## src/rtl/ra_pkg.sv

```systemverilog
package ra_pkg;

    localparam int NUM_FIELDS  = 4;
    localparam int FIELD_IDX_W = $clog2(NUM_FIELDS);
    localparam int MASK_BIT    = 7;

    // Field order is fixed by the register window layout.
    typedef enum logic [FIELD_IDX_W-1:0] {
        FLD_SEC  = 2'd0,
        FLD_MIN  = 2'd1,
        FLD_HOUR = 2'd2,
        FLD_DATE = 2'd3
    } field_e;

    typedef enum logic [2:0] {
        RATE_MONTH,
        RATE_DAY,
        RATE_HOUR,
        RATE_MINUTE,
        RATE_SECOND
    } rate_e;

    typedef logic [NUM_FIELDS-1:0][7:0] field_vec_t;

    // Bits of each field that carry the BCD value.
    function automatic logic [7:0] field_bits(input int idx);
        case (idx)
            0, 1:    return 8'h7F;
            default: return 8'h3F;
        endcase
    endfunction

    function automatic logic [7:0] reset_value(input int idx);
        return (idx == int'(FLD_DATE)) ? 8'h01 : 8'h00;
    endfunction

    function automatic logic write_ok(input int idx, input logic [7:0] d);
        logic [7:0] v;
        int         n;
        v = d & field_bits(idx);
        if (v[3:0] > 4'd9) return 1'b0;
        n = int'(v[7:4]) * 10 + int'(v[3:0]);
        case (idx)
            0, 1:    return n <= 59;
            2:       return n <= 23;
            default: return n != 0;
        endcase
    endfunction

    // Mask vector order: {date, hour, min, sec}.
    function automatic rate_e decode_rate(input logic [NUM_FIELDS-1:0] m);
        case (m)
            4'b0000: return RATE_MONTH;
            4'b1000: return RATE_DAY;
            4'b1100: return RATE_HOUR;
            4'b1110: return RATE_MINUTE;
            default: return RATE_SECOND;
        endcase
    endfunction

endpackage

```

## src/rtl/ra_addr_decode.sv

```systemverilog
module ra_addr_decode
    import ra_pkg::*;
#(
    parameter int                ADDR_W    = 4,
    parameter logic [ADDR_W-1:0] BASE_ADDR = 4'h4
) (
    input  logic [ADDR_W-1:0]      addr,
    output logic                   hit,
    output logic [FIELD_IDX_W-1:0] idx
);
    localparam logic [ADDR_W:0] SPAN = (ADDR_W + 1)'(NUM_FIELDS);

    logic [ADDR_W:0] diff;

    // One extra bit catches addresses below the base.
    assign diff = {1'b0, addr} - {1'b0, BASE_ADDR};
    assign hit  = !diff[ADDR_W] && (diff < SPAN);
    assign idx  = diff[FIELD_IDX_W-1:0];

endmodule

```

## src/rtl/ra_regfile.sv

```systemverilog
module ra_regfile
    import ra_pkg::*;
(
    input  logic                   clk,
    input  logic                   rst,
    input  logic                   wr_en,
    input  logic                   hit,
    input  logic [FIELD_IDX_W-1:0] idx,
    input  logic [7:0]             wr_data,
    output field_vec_t             regs,
    output logic [7:0]             rd_data
);
    for (genvar f = 0; f < NUM_FIELDS; f++) begin : g_field
        logic [7:0] q;
        logic       accept;

        assign accept = wr_en && hit && (idx == FIELD_IDX_W'(f))
                        && write_ok(f, wr_data);

        always_ff @(posedge clk) begin
            if (rst)
                q <= reset_value(f);
            else if (accept)
                q <= wr_data;
        end

        assign regs[f] = q;
    end

    assign rd_data = hit ? regs[idx] : 8'h00;

endmodule

```

## src/rtl/ra_match.sv

```systemverilog
module ra_match
    import ra_pkg::*;
(
    input  field_vec_t regs,
    input  field_vec_t now,
    output rate_e      rate,
    output logic       match
);
    logic [NUM_FIELDS-1:0] eq;
    logic [NUM_FIELDS-1:0] masks;

    for (genvar f = 0; f < NUM_FIELDS; f++) begin : g_cmp
        assign eq[f]    = ((regs[f] ^ now[f]) & field_bits(f)) == 8'h00;
        assign masks[f] = regs[f][MASK_BIT];
    end

    assign rate = decode_rate(masks);

    always_comb begin
        case (rate)
            RATE_MONTH:  match = &eq;
            RATE_DAY:    match = eq[FLD_SEC] & eq[FLD_MIN] & eq[FLD_HOUR];
            RATE_HOUR:   match = eq[FLD_SEC] & eq[FLD_MIN];
            RATE_MINUTE: match = eq[FLD_SEC];
            default:     match = 1'b1;
        endcase
    end

endmodule

```

## src/rtl/ra_pulse.sv

```systemverilog
module ra_pulse (
    input  logic clk,
    input  logic rst,
    input  logic tick,
    input  logic match,
    output logic irq
);
    always_ff @(posedge clk) begin
        if (rst)
            irq <= 1'b0;
        else
            irq <= tick && match;
    end

endmodule

```

## src/rtl/repeat_alarm.sv

```systemverilog
module repeat_alarm
    import ra_pkg::*;
#(
    parameter int                ADDR_W    = 4,
    parameter logic [ADDR_W-1:0] BASE_ADDR = 4'h4
) (
    input  logic              clk,
    input  logic              rst,
    input  logic              tick,
    input  logic [7:0]        cur_sec,
    input  logic [7:0]        cur_min,
    input  logic [7:0]        cur_hour,
    input  logic [7:0]        cur_date,
    input  logic [ADDR_W-1:0] reg_addr,
    input  logic              reg_wr,
    input  logic [7:0]        reg_wdata,
    output logic [7:0]        reg_rdata,
    output logic              alarm_irq
);
    logic                   hit;
    logic [FIELD_IDX_W-1:0] idx;
    field_vec_t             regs;
    field_vec_t             now;
    rate_e                  rate;
    logic                   match;

    assign now[FLD_SEC]  = cur_sec;
    assign now[FLD_MIN]  = cur_min;
    assign now[FLD_HOUR] = cur_hour;
    assign now[FLD_DATE] = cur_date;

    ra_addr_decode #(
        .ADDR_W    (ADDR_W),
        .BASE_ADDR (BASE_ADDR)
    ) u_dec (
        .addr (reg_addr),
        .hit  (hit),
        .idx  (idx)
    );

    ra_regfile u_regs (
        .clk     (clk),
        .rst     (rst),
        .wr_en   (reg_wr),
        .hit     (hit),
        .idx     (idx),
        .wr_data (reg_wdata),
        .regs    (regs),
        .rd_data (reg_rdata)
    );

    ra_match u_match (
        .regs  (regs),
        .now   (now),
        .rate  (rate),
        .match (match)
    );

    ra_pulse u_pulse (
        .clk   (clk),
        .rst   (rst),
        .tick  (tick),
        .match (match),
        .irq   (alarm_irq)
    );

endmodule

```

## config.mk

```make
export PLATFORM = sky130hd
export DESIGN_NAME = repeat_alarm
export DESIGN_NICKNAME = d
export VERILOG_FILES = /design/src/rtl/ra_pkg.sv /design/src/rtl/ra_addr_decode.sv /design/src/rtl/ra_regfile.sv /design/src/rtl/ra_match.sv /design/src/rtl/ra_pulse.sv /design/src/rtl/repeat_alarm.sv
export SDC_FILE = /design/constraint.sdc
export NUM_CORES = 1
export LEC_CHECK = 0
export ABC_AREA = 1
export ABC_CLOCK_PERIOD_IN_PS = 3440
export BUFFER_PORTS_ARGS = -buffer_cell sky130_fd_sc_hd__buf_2
export CORE_UTILIZATION = 45
export DETAILED_ROUTE_END_ITERATION = 7
export PLACE_DENSITY = 0.77
export SLEW_MARGIN = 20
export SYNTH_ARGS = -nofsm -noshare
export SYNTH_HDL_FRONTEND = slang
export SYNTH_HIERARCHICAL = 1
export SYNTH_SLANG_ARGS = --single-unit
```

## constraint.sdc

```tcl
create_clock -name clk -period 3.44 [get_ports clk]
set_clock_uncertainty 0.1 [all_clocks]
set_input_delay 0.516 -clock clk [delete_from_list [all_inputs] [get_ports clk]]
set_output_delay 0.516 -clock clk [all_outputs]
set_load 0.1 [all_outputs]
```

**Word-level counts from Yosys, hierarchy flattened**

Index checks and enable logic that the tools add are counted.

- Output and inout bits: 9
- Bits of input ports: 48
- Logic and storage cells: 61
- Flip-flop bits (word level): 33

- $lt $le $gt $ge: 5
- Add/sub/neg operators: 3
- Muxes and demuxes: 10
- Bitwise gates (word level): 6
- $mul: 2
- Equality and inequality tests: 9
- Reductions and logical operators: 21

Operator list:

| kind | count |
|---|---|
| $add A32 B5 Y32 | 2 |
| $le A32 B6 Y1 const B | 1 |
| $le A32 B7 Y1 const B | 1 |
| $logic_not A8 Y1 | 4 |
| $reduce_bool A32 Y1 | 1 |
| $bmux W8 S2 | 1 |
| $mux W8 | 2 |
| $xor A7 B7 Y7 | 2 |
| $eq A4 B4 Y1 const B | 3 |
| $pmux W3 S4 | 1 |
| $xor A6 B6 Y6 | 2 |
| $logic_and A1 B1 Y1 | 11 |
| $eq A3 B2 Y1 const B | 2 |
| $mul A3 B3 Y6 const B | 1 |
| $lt A5 B3 Y1 const B | 1 |
| $mul A2 B3 Y5 const B | 1 |
| $mux W1 | 5 |
| $sub A4 B3 Y5 const B | 1 |
| $eq A2 B2 Y1 const B | 2 |
| $gt A4 B4 Y1 const B | 1 |
| $logic_not A4 Y1 | 1 |
| $pmux W1 S4 | 1 |
| $reduce_and A4 Y1 | 1 |
| $eq A3 B1 Y1 const B | 1 |
| 6 further kinds | 7 |

**Depth between registers and ports, before layout**

Gate-level depths: netlist of run 1.

- Depth in word-level cells: 6
- Gate-level depth with buffers: 13
- Mapped depth without buffers: 13

**Hierarchy**

The synthesis of run 1 kept the hierarchy.

By module, submodules not included:

| module | seq. area each (sq um) | area each (sq um) | instances | cells an instance |
|---|---|---|---|---|
| ra_regfile | 640.6 | 1979.4 | 1 | 300 |
| ra_match | 0.0 | 546.8 | 1 | 127 |
| ra_pulse | 20.0 | 30.0 | 1 | 3 |
| ra_addr_decode | 0.0 | 25.0 | 1 | 4 |

**Worst setup path after synthesis of run 1**

Ideal clock, no wire load.

- Kind: in2out
- From: input reg_addr[1]
- To: output reg_rdata[0]
- Data required time: 2.824 ns
- Path slack: 0.010 ns
- Cell stages on the path: 5
- Buffers on the path: 2
- Data arrival time: 2.814 ns
- Cell sequence: buf_4 -> clkbuf_1 -> nor2_1 -> a22oi_1 -> a31oi_1

- Longest elaborated chain between the ends: 4
- Elaborated cells between the ends (all ways): 7
- Classes of those cells: 1 x add/sub; 1 x order compare; 3 x mux; 2 x reduce/logical

RTL lines:

| element | line | source |
|---|---|---|
| from (decl) | repeat_alarm.sv:14 | `input logic [ADDR_W-1:0] reg_addr,` |
| $sub A4 B3 Y5 (*) | ra_addr_decode.sv:16 | `assign diff = {1'b0, addr} - {1'b0, BASE_ADDR};` |
| $lt A5 B3 Y1, or another cell as far along | ra_addr_decode.sv:17 | `assign hit = !diff[ADDR_W] && (diff < SPAN);` |
| $logic_and A1 B1 Y1 or $mux W8 (tied branches) | ra_addr_decode.sv:17, ra_regfile.sv:30 |  |
| $mux W8 (*) | ra_regfile.sv:30 | `assign rd_data = hit ? regs[idx] : 8'h00;` |
| to (decl) | repeat_alarm.sv:17 | `output logic [7:0] reg_rdata,` |

Every way passes the cells marked *; elsewhere a longest branch is shown, timed or not. The select of a mux whose other input is x is not followed.

**Worst setup path after layout of run 1**

- From: input reg_addr[0]
- To: output reg_rdata[4]

Same word-level chain as after synthesis.

==> results_dict.tcl, run 1 <==
set metrics [dict create \
    antenna_found_initial 0 \
    fin_tns_setup_ns 0 \
    slew_violations 0 \
    slew_headroom_pct 57.3 \
    r2r_cells 10 \
    start_util_pct 46.7 \
    fin_crit_ns 2.81 \
    clk_path_buf_depth 2 \
    crit_cells 6 \
    slowest_delay_ns 0.46 \
    timing.rr.end "u_pulse/irq" \
    n_antenna_cell 0 \
    drv_cap 0 \
    rows 27 \
    end_kind "output pin" \
    dpl_cell_area_um2 2860 \
    netlist_area_um2 2570 \
    fmax_mhz 355 \
    first_iter_violations 196 \
    outcome "completed" \
    p_leak_nw 1.46 \
    h-tree-depth 2 \
    cts_tree "done" \
    cpMostUsedCell "buf_2" \
    clk_pin_slew_ns 0.06 \
    viasPerCell 4.88 \
    startpoint "reg_addr[0]" \
    r2r-start "u_regs/g_field[1].q[4]" \
    grt_pass1_vias 2406 \
    rrSetupSlack_ns 2.11 \
    cp_top_family "buffers and inverters" \
    arrival_ns 2.20 \
    clk_latency_ns 0.29 \
    dieArea_um2 6020 \
    drc 0 \
    cp-start-kind "input pin" \
    die_x_um 77.6 \
    gp_congestion 0.899 \
    criticalPathCategory "in2out" \
    power.density_nw_per_um2 295 \
    total_power_mw 0.868 \
    crit_slowest_cell "buf_2" \
    path_buf_inv 3 \
    die_h_um 77.6 \
    overflow 0 \
    layout.nets 536 \
    crit_end "reg_rdata[4]" \
    ant_nets 0 \
    grt_max_degree 26 \
    boundaryPins 57 \
    root_buffer "clkbuf_8" \
    drive_gt1_share_pct 18.1 \
    worstPathRequired_ns 2.82 \
    wl_um 6310 \
    post_drt_wl_per_cell_um 11.4 \
    portBuffers 50 \
    ir_worst_vdd_mv 0.201 \
    syn_area_per_cell_um2 5.95 \
    dpl.hpwl_um 4890 \
    postLayoutCellArea_um2 2940 \
    setup_viol 0 \
    rsz0062_at_grt "false" \
    worst_slew_pin_slew_ns 0.637 \
    cts_setup_buffers 0 \
    clock_sinks 33 \
    fin_crit_sh_pct 81.8 \
    grt_usage_pct 22.8 \
    cts_buffers 5 \
    crit_chain "buf_2 -> inv_1 -> nor2_1 -> a22oi_1 -> a31oi_1 -> buf_2" \
    synth_cells 432 \
    hold_class "in2reg" \
    yosysWarnings 6 \
    syn-num-nets 488 \
    cts_resized 0 \
    hold_viol_final 0 \
    critical_path.max_fanout 12 \
    grt_first_pass_wirelength_um 10800 \
    first_pass_iters 4 \
    vias 2698 \
    core_um2 5510 \
    areaGrowthSynthToFinish_pct 14.4 \
    cts_hold_buf 0 \
]
## through the flow
stage | setup WS, ns | cells | hold WS, ns | utilization [%]
floorplan | 0.0104 | 432 | 0.341 | -
global placement | 0.683 | 545 | 0.353 | 51.9
detailed placement | 0.678 | 545 | 0.363 | 51.9
CTS | 0.675 | 553 | 0.356 | 53.4
global route | 0.434 | 553 | 0.376 | 53.4
finish | 0.625 | 553 | 0.358 | 53.4
## how the worst min path moves through the flow
stage,startpoint,endpoint,slack (ns),cells past startpoint
6_report,tick,u_pulse/irq,0.36,3
5_1_grt,tick,u_pulse/irq,0.38,3
4_1_cts,tick,u_pulse/irq,0.36,3
3_5_place_dp,u_regs/g_field[3].q[6],u_regs/g_field[3].q[6],0.36,2
3_3_place_gp,u_regs/g_field[2].q[6],u_regs/g_field[2].q[6],0.35,2
2_1_floorplan,u_regs/g_field[3].q[6],u_regs/g_field[3].q[6],0.34,2
## power by group
group          leakage [nW]  switching [mW]  internal (mW)
combinational          1.15           0.126         0.0644
clock                0.0450           0.145          0.140
sequential            0.266         0.00521          0.387
## area by class of cell
cell class,count,area [um2]
fillers,571,2560
inverters,91,343
clock buffers,6,72.6
clock inverters,2,10.0
well taps,72,90.1
multi-input cells,299,1520
flip-flops and latches,33,661
repair buffers,50,250
## flip-flops by register name (all words and copies together) (netlist names)
name and count:
u_pulse/irq 1, u_regs/g_field.q 32
## cells in the final DEF (no fill, tap or decap)
cell type	count
a31oi_1	8
nand3_2	2
nor2_2	10
nand4_1	18
inv_2	4
o21ai_0	1
fa_1	1
nand2_2	5
a21oi_1	9
clkbuf_8	5
nand2_1	135
nor3_2	4
o21ai_1	3
or2_0	1
nor2_1	42
buf_2	50
inv_1	86
nor2_4	1
ha_1	7
clkinv_2	3
a22oi_1	8
dfxtp_1	33
nand3_1	28
xor2_1	7
clkbuf_1	1
a21oi_2	1
xnor2_1	4
o21ai_2	1
nor3_1	2
nor4_4	1
## layer usage
layer | vias to the layer above | global-route usage, % | part of all wire [%]
li1 | 1425 | - | -
met1 | 1183 | 29.0 | 44
met2 | 82 | 38.1 | 48
met3 | 8 | 3.76 | 5.8
met4 | 0 | 9.43 | 1.9
met5 | - | 0 | 0
## worst min-delay path, delay by kind of cell
| kind | cells | cell delay, ns |
|---|---|---|
| AND/OR/NAND/NOR | 2 | 0.12 |
| buffers and inverters | 1 | 0.08 |
No activity file was read; power rests on OpenSTA's default activity.
==> run 2, diff against run 1 <==
--- a/config.mk
+++ b/config.mk
@@ -6,11 +6,11 @@
 export NUM_CORES = 1
 export LEC_CHECK = 0
 export ABC_AREA = 1
-export ABC_CLOCK_PERIOD_IN_PS = 3440
+export ABC_CLOCK_PERIOD_IN_PS = 2500
 export BUFFER_PORTS_ARGS = -buffer_cell sky130_fd_sc_hd__buf_2
 export CORE_UTILIZATION = 45
 export DETAILED_ROUTE_END_ITERATION = 7
-export PLACE_DENSITY = 0.77
+export PLACE_DENSITY = 0.8
 export SLEW_MARGIN = 20
 export SYNTH_ARGS = -nofsm -noshare
 export SYNTH_HDL_FRONTEND = slang
==> constraint.sdc (replaced) <==
create_clock -name clk -period 2.5 [get_ports clk]
set_clock_uncertainty 0.1 [all_clocks]
set_input_delay 0.375 -clock clk [delete_from_list [all_inputs] [get_ports clk]]
set_output_delay 0.375 -clock clk [all_outputs]
set_load 0.1 [all_outputs]
==> run 2 against run 1 <==
  * Worst hold slack worse by 0.13 ns
  * First-iteration DRC count is 12% lower
  * Cell area is 9.1% higher
  * Combinational power is 47% higher
  * Non-clock buffer count is 5 higher
  * Global-route usage is 2.0 points higher
  * Highest routed layer unchanged
  * Via count is 1.4% higher
  * Core utilization is 4.9 points higher
  * Sequential power is 37% higher
==> results_dict.tcl, run 2 (synthesis gave the netlist of run 1 again) <==
set metrics [dict create \
    rsz0062_at_grt "false" \
    clk_latency_ns 0.28 \
    arrival_ns 2.30 \
    cts_setup_buffers 0 \
    largest_register_ffs 32 \
    drive_gt1_share_pct 20.5 \
    hold_class "in2reg" \
    holdPathEnd "u_pulse/irq" \
    antenna_found_initial 0 \
    viasPerCell 4.92 \
    first_iter_violations 172 \
    boundaryPins 57 \
    n_antenna_cell 0 \
    power.density_nw_per_um2 371 \
    holdPathStages 3 \
    cts_tree "done" \
    worst_slew_pin_slew_ns 0.740 \
    cts_resized 0 \
    drc 0 \
    slowest_delay_ns 0.44 \
    path_buf_inv 3 \
    die_h_um 77.6 \
    top_regs "u_regs/g_field.q: 32 flops, u_pulse/irq: 1 flops" \
    fin_tns_setup_ns 0 \
    rows 27 \
    cts_buffers 5 \
    top_register "u_regs/g_field.q" \
    setup_viol 0 \
    grt_pass1_vias 2668 \
    critical_path.max_fanout 9 \
    grt_first_pass_wirelength_um 11800 \
    grt_max_degree 26 \
    vias 2737 \
    ant_nets 0 \
    grt_usage_pct 24.8 \
    slew_violations 0 \
    clk_pin_slew_ns 0.07 \
    layout.nets 541 \
    post-route-util_pct 58.3 \
    ir_worst_vdd_mv 0.197 \
    end_kind "register" \
    nFillCells 521 \
    core_um2 5510 \
    slew_headroom_pct 50.6 \
    clk_path_buf_depth 2 \
    h-tree-depth 2 \
    fmax_mhz 458 \
    worstPathRequired_ns 2.61 \
    crit_slowest_cell "fa_1" \
    gp_congestion 0.854 \
    cpMostUsedCell "nand2_1" \
    timing.rr.end "u_pulse/irq" \
    die_x_um 77.6 \
    portBuffers 50 \
    fin_crit_sh_pct 87.3 \
    mostFrequentLayoutCell "nand2_1" \
    start_util_pct 46.7 \
    wl_um 6780 \
    dpl.hpwl_um 5290 \
    p_leak_nw 1.51 \
    first_pass_iters 6 \
    outcome "completed" \
    criticalPathCategory "in2reg" \
    fin_crit_ns 2.18 \
    hold_slack_ns 0.226 \
    crit_chain "buf_2 -> ha_1 -> fa_1 -> inv_1 -> nand2_1 -> nand4_1 -> nand2_1 -> nand3_1 -> nand2_1 -> nand2_2 -> nand3_2 -> nand2_1 -> inv_1 -> nor2_1" \
    dieArea_um2 6020 \
    overflow 0 \
    areaGrowthSynthToFinish_pct 24.9 \
    clock_sinks 33 \
    r2r-start "u_regs/g_field[3].q[5]" \
    cp-start-kind "input pin" \
    cp_top_family "simple AND/OR/NAND/NOR gates" \
    layout_common_cells "135 x nand2_1, 86 x inv_1, 42 x buf_2, 42 x nor2_1, 33 x dfxtp_1" \
    hold_viol_final 0 \
    root_buffer "clkbuf_8" \
    rrSetupSlack_ns 1.16 \
    r2r_cells 10 \
    cts_hold_buf 0 \
    post_drt_wl_per_cell_um 12.2 \
    drv_cap 0 \
    hold_start "tick" \
]
-- run 2: cell count changes in the layout (fill, tap and decap cells not counted), moves of 5 or more --
cell / before / now
a31oi_1: 8 / 0
a31oi_4: 0 / 8
buf_12: 0 / 8
buf_2: 50 / 42
buf_4: 0 / 5
-- run 2: area by class of cell --
cell class                 count  area, um2  share of cell area (%)
clock buffer                   5       68.8                    2.14
clock inverter                 1       5.00                   0.156
inverter                      91        343                    10.7
multi-input combinational    299       1640                    51.0
sequential                    33        661                    20.6
tap                           72       90.1                    2.80
timing repair buffer          55        408                    12.7
-- run 2: how the worst max path moves through the flow --
stage,startpoint,endpoint,slack [ns],depth (start not counted)
floorplan,reg_addr[1],reg_rdata[0],0.21,5
global placement,reg_wdata[4],u_regs/g_field[0].q[1],0.15,14
detailed placement,reg_wdata[4],u_regs/g_field[0].q[2],0.06,14
CTS,reg_wdata[4],u_regs/g_field[0].q[5],0.35,14
global route,reg_wdata[1],u_regs/g_field[0].q[3],0.13,14
finish,reg_wdata[4],u_regs/g_field[1].q[4],0.32,14
-- run 2: power by group --
| part | leakage [nW] | internal, mW | switching, mW | total [mW] |
|---|---|---|---|---|
| Clock | 0.0399 | 0.183 | 0.189 | 0.372 |
| Combinational | 1.20 | 0.0982 | 0.183 | 0.281 |
| Sequential | 0.266 | 0.533 | 0.00718 | 0.540 |
| Total | 1.51 | 0.814 | 0.379 | 1.19 |
-- run 2: routing by layer --
metal  GRT usage, %  wire length (um)  vias up
li1               -                 -     1438
met1           30.2              2930     1196
met2           42.8              3290       86
met3           4.00               363       17
met4           10.6               194        0
met5              0                 0        -
-- run 2: metrics by stage --
stage               total power [mW]  cell area [um2]  setup WS [ns]  std cells
finish                          1.19             3210          0.318        556
global route                    1.26             3210          0.133        556
CTS                             1.19             3210          0.347        556
detailed placement             0.829             3140         0.0620        550
global placement               0.818             3140          0.153        550
floorplan                      0.742             2690          0.212        432
-- run 2: worst register-to-register path, delay by kind of cell (launching register included) --
family | cells | cell delay, ns
AO/OA/AOI/OAI | 1 | 0.11
buffers and inverters | 1 | 0.06
flip-flops | 1 | 0.38
AND/OR/NAND/NOR | 8 | 0.64
